**config.mk**
```make
export PLATFORM = sky130hd
export DESIGN_NAME = lcnt_top
export DESIGN_NICKNAME = d
export VERILOG_FILES = /design/src/rtl/lcnt_pkg.sv /design/src/rtl/lcnt_req_sync.sv /design/src/rtl/lcnt_counter.sv /design/src/rtl/lcnt_snapshot.sv /design/src/rtl/lcnt_top.sv
export SDC_FILE = /design/constraint.sdc
export NUM_CORES = 1
export LEC_CHECK = 0
export ABC_CLOCK_PERIOD_IN_PS = 2600
export BUFFER_PORTS_ARGS = -buffer_cell sky130_fd_sc_hd__buf_2
export CORE_MARGIN = 1.5
export CORE_UTILIZATION = 34
export CTS_CLUSTER_SIZE = 25
export DETAILED_ROUTE_END_ITERATION = 6
export MAX_ROUTING_LAYER = met4
export SYNTH_ARGS = -nofsm -noshare
export SYNTH_HDL_FRONTEND = slang
export SYNTH_SLANG_ARGS = --single-unit
```
**constraint.sdc**
```tcl
create_clock -name clk -period 2.6 [get_ports clk]
set_input_delay 0.39 -clock clk [delete_from_list [all_inputs] [get_ports clk]]
set_output_delay 0.39 -clock clk [all_outputs]
set_load 0.02 [all_outputs]
```
**src/rtl/lcnt_pkg.sv**
```systemverilog
package lcnt_pkg;

    localparam int BUS_W   = 32;
    localparam int CNT_W   = 2 * BUS_W;
    localparam int ADDR_W  = 8;
    localparam int SRC_W   = 2;
    localparam int N_REQ   = 2;
    localparam int REQ_CLR = 0;
    localparam int REQ_LAT = 1;

    localparam logic [ADDR_W-1:0] OFS_CTRL = 8'hA0;
    localparam logic [ADDR_W-1:0] OFS_LOW  = 8'hA4;
    localparam logic [ADDR_W-1:0] OFS_HIGH = 8'hA8;

    typedef enum logic [1:0] {
        SEL_NONE,
        SEL_CTRL,
        SEL_LOW,
        SEL_HIGH
    } reg_sel_e;

    typedef struct packed {
        logic [SRC_W-1:0] src;
        logic             lat;
        logic             clr;
    } ctrl_t;

    function automatic reg_sel_e decode_sel(input logic [ADDR_W-1:0] a);
        case (a)
            OFS_CTRL: return SEL_CTRL;
            OFS_LOW:  return SEL_LOW;
            OFS_HIGH: return SEL_HIGH;
            default:  return SEL_NONE;
        endcase
    endfunction

endpackage

```
**src/rtl/lcnt_req_sync.sv**
```systemverilog
module lcnt_req_sync #(
    parameter int DLY = 3
) (
    input  logic clk,
    input  logic rst,
    input  logic start,
    output logic busy,
    output logic done
);
    localparam int EFF_DLY = (DLY < 1) ? 1 : DLY;
    localparam int CW      = $clog2(EFF_DLY + 1);

    logic [CW-1:0] remain;

    always_ff @(posedge clk) begin
        if (rst) begin
            busy   <= 1'b0;
            remain <= '0;
        end else if (start && !busy) begin
            busy   <= 1'b1;
            remain <= CW'(EFF_DLY);
        end else if (busy) begin
            if (remain == CW'(1)) busy <= 1'b0;
            remain <= remain - CW'(1);
        end
    end

    assign done = busy && (remain == CW'(1));

    AST_BUSY_ON_START: assert property (@(posedge clk) disable iff (rst)
        (start && !busy) |=> busy);
    AST_BUSY_DROP: assert property (@(posedge clk) disable iff (rst)
        done |=> !busy);

endmodule

```
**src/rtl/lcnt_counter.sv**
```systemverilog
module lcnt_counter
    import lcnt_pkg::*;
(
    input  logic             clk,
    input  logic             rst,
    input  logic             tick,
    input  logic             zero,
    output logic [CNT_W-1:0] count
);
    always_ff @(posedge clk) begin
        if (rst || zero) count <= '0;
        else if (tick)   count <= count + CNT_W'(1);
    end

    AST_CLEAR_ZERO: assert property (@(posedge clk) disable iff (rst)
        zero |=> (count == '0));
    AST_STEP_ONE: assert property (@(posedge clk) disable iff (rst)
        (tick && !zero) |=> (count == $past(count) + CNT_W'(1)));
    AST_IDLE_HOLD: assert property (@(posedge clk) disable iff (rst)
        (!tick && !zero) |=> $stable(count));

endmodule

```
**src/rtl/lcnt_snapshot.sv**
```systemverilog
module lcnt_snapshot
    import lcnt_pkg::*;
(
    input  logic             clk,
    input  logic             rst,
    input  logic             capture,
    input  logic             force_zero,
    input  logic [CNT_W-1:0] live,
    output logic [CNT_W-1:0] held
);
    always_ff @(posedge clk) begin
        if (rst)          held <= '0;
        else if (capture) held <= force_zero ? '0 : live;
    end

    AST_SNAP_STABLE: assert property (@(posedge clk) disable iff (rst)
        !capture |=> $stable(held));
    AST_BOTH_ZERO: assert property (@(posedge clk) disable iff (rst)
        (capture && force_zero) |=> (held == '0));

endmodule

```
**src/rtl/lcnt_top.sv**
```systemverilog
module lcnt_top
    import lcnt_pkg::*;
#(
    parameter int SYNC_DLY = 3
) (
    input  logic              clk,
    input  logic              rst,
    input  logic              tick_en,
    input  logic              bus_wr,
    input  logic [ADDR_W-1:0] bus_addr,
    input  logic [BUS_W-1:0]  bus_wdata,
    output logic [BUS_W-1:0]  bus_rdata,
    output logic [SRC_W-1:0]  src_sel
);
    reg_sel_e         sel;
    ctrl_t            wr_ctrl;
    logic             ctrl_wr;
    logic [N_REQ-1:0] req_start;
    logic [N_REQ-1:0] req_busy;
    logic [N_REQ-1:0] req_done;
    logic [SRC_W-1:0] src_q;
    logic [CNT_W-1:0] count;
    logic [CNT_W-1:0] held;
    ctrl_t            rd_ctrl;

    assign sel     = decode_sel(bus_addr);
    assign wr_ctrl = ctrl_t'(bus_wdata[$bits(ctrl_t)-1:0]);
    assign ctrl_wr = bus_wr && (sel == SEL_CTRL);

    assign req_start[REQ_CLR] = ctrl_wr && wr_ctrl.clr;
    assign req_start[REQ_LAT] = ctrl_wr && wr_ctrl.lat;

    for (genvar g = 0; g < N_REQ; g++) begin : g_req
        lcnt_req_sync #(.DLY(SYNC_DLY)) u_req (
            .clk   (clk),
            .rst   (rst),
            .start (req_start[g]),
            .busy  (req_busy[g]),
            .done  (req_done[g])
        );
    end

    always_ff @(posedge clk) begin
        if (rst)          src_q <= '0;
        else if (ctrl_wr) src_q <= wr_ctrl.src;
    end
    assign src_sel = src_q;

    lcnt_counter u_cnt (
        .clk   (clk),
        .rst   (rst),
        .tick  (tick_en),
        .zero  (req_done[REQ_CLR]),
        .count (count)
    );

    lcnt_snapshot u_snap (
        .clk        (clk),
        .rst        (rst),
        .capture    (req_done[REQ_LAT]),
        .force_zero (req_done[REQ_CLR]),
        .live       (count),
        .held       (held)
    );

    always_comb begin
        rd_ctrl     = '0;
        rd_ctrl.clr = req_busy[REQ_CLR];
        rd_ctrl.lat = req_busy[REQ_LAT];
        rd_ctrl.src = src_q;
        case (sel)
            SEL_CTRL: bus_rdata = BUS_W'(rd_ctrl);
            SEL_LOW:  bus_rdata = held[BUS_W-1:0];
            SEL_HIGH: bus_rdata = held[CNT_W-1:BUS_W];
            default:  bus_rdata = '0;
        endcase
    end

    AST_SRC_FOLLOWS: assert property (@(posedge clk) disable iff (rst)
        ctrl_wr |=> (src_sel == $past(wr_ctrl.src)));
    AST_UNMAPPED_ZERO: assert property (@(posedge clk) disable iff (rst)
        (sel == SEL_NONE) |-> (bus_rdata == '0));

endmodule

```
==> qor.txt <==
cts hold-fix bufs: 0
switching power: 872 µW
Synth Instances: 603
Int Power: 3640 µW
hold_ws: 0.230 ns
Nets: 702
minimum clock period: 2.42 ns
Leak: 0.00257 µW
Final Hold Viols: 0
status: finished, final reports clean
Final Cycle Share: 0.929
Crit Reg-Reg Endpoint: u_cnt.count[54]
HP Class: primary input to flop
core area: 16500 µm²
Yosys reg bits: 136
crit start category: flop
std cell rows: 47
Worst Setup EP: u_cnt.count[54]
switch share: 0.193
mapped cell area: 5730 µm²
WL/cell: 16.9 µm
Seq/Total Area, Yosys: 0.475
die width: 133 µm
initial antenna violation count: 0
FF-to-FF setup slack: 0.18 ns
worst vdd ir: 0.000353 V
number of diodes: 0
Yosys top cell by area: dfxtp_1
sequential power share: 0.464
syn nets: 650
Crit. Startpoint: u_cnt.count[0]
Max-Slew Margin vs Limit: 0.516
synth warn: 0
Die H: 133 µm
Crit path arrival time: 2.76 ns
vias in the first global route: 4762
drt total wl: 15.0 mm
WS Path Type: flop to flop
first-pass GRT wire length: 24.3 mm
GRT Resource Usage Total: 0.179
Max Buffers Root-to-Sink: 2
Synth area leaders: dfxtp_1, a22o_1, xor2_1, nor2_1, nand4_1
CTS tree: yes
area grow syn2layout: 20.0%
Max FO, Critical Path: 11
Worst-Skew Late Latency: 0.41 ns
slew at the pin closest to its max-slew limit: 0.726 ns
Setup-failing EPs final: 0
pin count of the biggest net entering global routing: 66
Reg clk slew, reported paths: 0.05 ns
Final Max Tran Viols: 0
Syn Area/Cell: 9.50 µm²
TNS Setup: 0 ns
hpwl dp: 10.1 mm
routed via count: 4865
1st-pass router iterations: 7
routability cong.: 0.845
WP data required: 2.94 ns
Synth top area share: 0.475
clock share of power: 0.520
Post-DRT Antenna Nets: 0
Critical Path Sink Type: flop
reg2reg start: u_cnt.count[0]
Root Driver: clkbuf_16
Fillers: 1577
Final Skew: 0.00896 ns
Initial Utilization: 0.347
DIE AREA: 17600 µm²
CTS sink cnt: 136
H-tree Lvls: 4
Max Cap Violations: 0
Netlist cell types: 43
post-CTS resize count: 0
GRT overflow: 0
via/cell ratio: 5.49
buffers added on ports: 49
total CTS buffers: 17
DRC errors left: 0
RSZ-0062 raised after global routing: no
layout cell share with drive strength beyond 1: 0.164
Peak Freq: 414 MHz
Gate power share: 0.016
Iter 0 DRT Violations: 288
R2R depth: 7
I/O pin cnt: 78
postcts setup bufs: 0
Power Density: 656 nW/µm²
kinds of logic (layout without fill, tap and decap cells):
logic type / count (synthesis) / count (layout) / synth area share
buffers and inverters: 45 / 108 / 0.0306
AO/OA/AOI/OAI: 153 / 153 / 0.200
XOR/XNOR: 37 / 37 / 0.0566
AND/OR/NAND/NOR: 222 / 222 / 0.218
adder cells (fa/ha/maj): 3 / 3 / 0.00655
multiplexers: 7 / 7 / 0.0122
flip-flops: 136 / 136 / 0.475
power groups by stage:
| stage | registers (µW) | logic (µW) | clock network (µW) |
|---|---|---|---|
| finish | 2090 | 74.4 | 2340 |
| global route | 2090 | 80.8 | 2480 |
| detailed placement | 2140 | 73.6 | 0 |
| global placement | 2140 | 70.4 | 0 |
| CTS | 2090 | 75.1 | 2390 |
| floorplan | 2140 | 46.1 | 0 |
Yosys cell counts, drive strengths merged:
library cell / n
clkbuf: 30
o31ai: 6
nor2: 60
nor3b: 1
a21oi: 31
ha: 3
or3: 18
xnor2: 7
inv: 9
nor4b: 1
a41o: 1
nand4b: 1
o21a: 1
nand3b: 1
nand2b: 1
nor3: 15
nor4: 11
nor2b: 4
a211oi: 2
a22o: 92
nand2: 24
or4: 7
xor2: 30
nand4: 34
o41ai: 1
and4: 5
and3: 6
and2: 3
buf: 6
o21ai: 17
mux2i: 7
or4b: 1
nand3: 29
a21o: 2
dfxtp: 136
how the worst min path moves through the flow:
stage,from,endpoint,slack [ns],cells after the start
5_1_grt,bus_wdata[2],src_sel[0],0.24,3
4_1_cts,bus_wdata[2],src_sel[0],0.21,3
3_3_place_gp,u_snap.held[19],u_snap.held[19],0.46,1
2_1_floorplan,u_snap.held[1],u_snap.held[1],0.45,1
6_report,bus_wdata[3],src_sel[1],0.23,3
3_5_place_dp,u_snap.held[50],u_snap.held[50],0.46,1
critical path, stage by stage, from the launching register on:
cell,delay (ns)
dfxtp_1,0.39
ha_1,0.21
nand3_1,0.22
nor4_4,0.30
buf_4,0.22
nand4_1,0.30
or4_1,0.56
a21oi_1,0.15
state kept, by name, indices dropped and copies added (netlist names):
name,flops
u_cnt.count,64
u_snap.held,64
g_req.u_req.remain,4
g_req.u_req.busy,2
src_sel,2
layer usage:
layer / track usage / vias up / wire length (µm)
li1: - / 2366 / -
met1: 0.222 / 2341 / 6790
met2: 0.279 / 130 / 7120
met3: 0.0406 / 28 / 717
met4: 0.0769 / 0 / 344
met5: - / - / 0
through the flow:
stage	total power [µW]	setup slack [ns]	instance area, µm²	util	instances
finish	4510	0.185	6880	0.416	886
global route	4650	0.0611	6880	0.416	886
CTS	4550	0.193	6880	0.416	886
detailed placement	2210	0.205	6300	0.381	856
global placement	2210	0.247	6300	0.381	856
floorplan	2180	0.224	5730	-	603
final cells by class:
type | instances | area (µm²) | share of cell area
Clock inverter | 2 | 60.1 | 0.00874
Inverter | 9 | 33.8 | 0.00491
Timing Repair Buffer | 69 | 408 | 0.0593
Sequential cell | 136 | 2720 | 0.396
Tap cell | 220 | 275 | 0.0400
Multi-Input combinational cell | 422 | 2860 | 0.416
Clock buffer | 28 | 517 | 0.0752
layout by cell type, fill, tap and decap left out, drive strengths merged, types with 2 or more instances in the layout:
cell type	instances
o31ai	6
xnor2	7
bufinv	2
nor2b	4
xor2	30
nor4	11
a21o	2
nand3	29
a22o	92
nand4	34
and4	5
or4	7
o21ai	17
nor3	15
and2	3
inv	9
buf	69
a211oi	2
clkbuf	28
a21oi	31
mux2i	7
or3	18
nor2	60
and3	6
ha	3
dfxtp	136
nand2	24
Power figures use the tool's default switching activity.
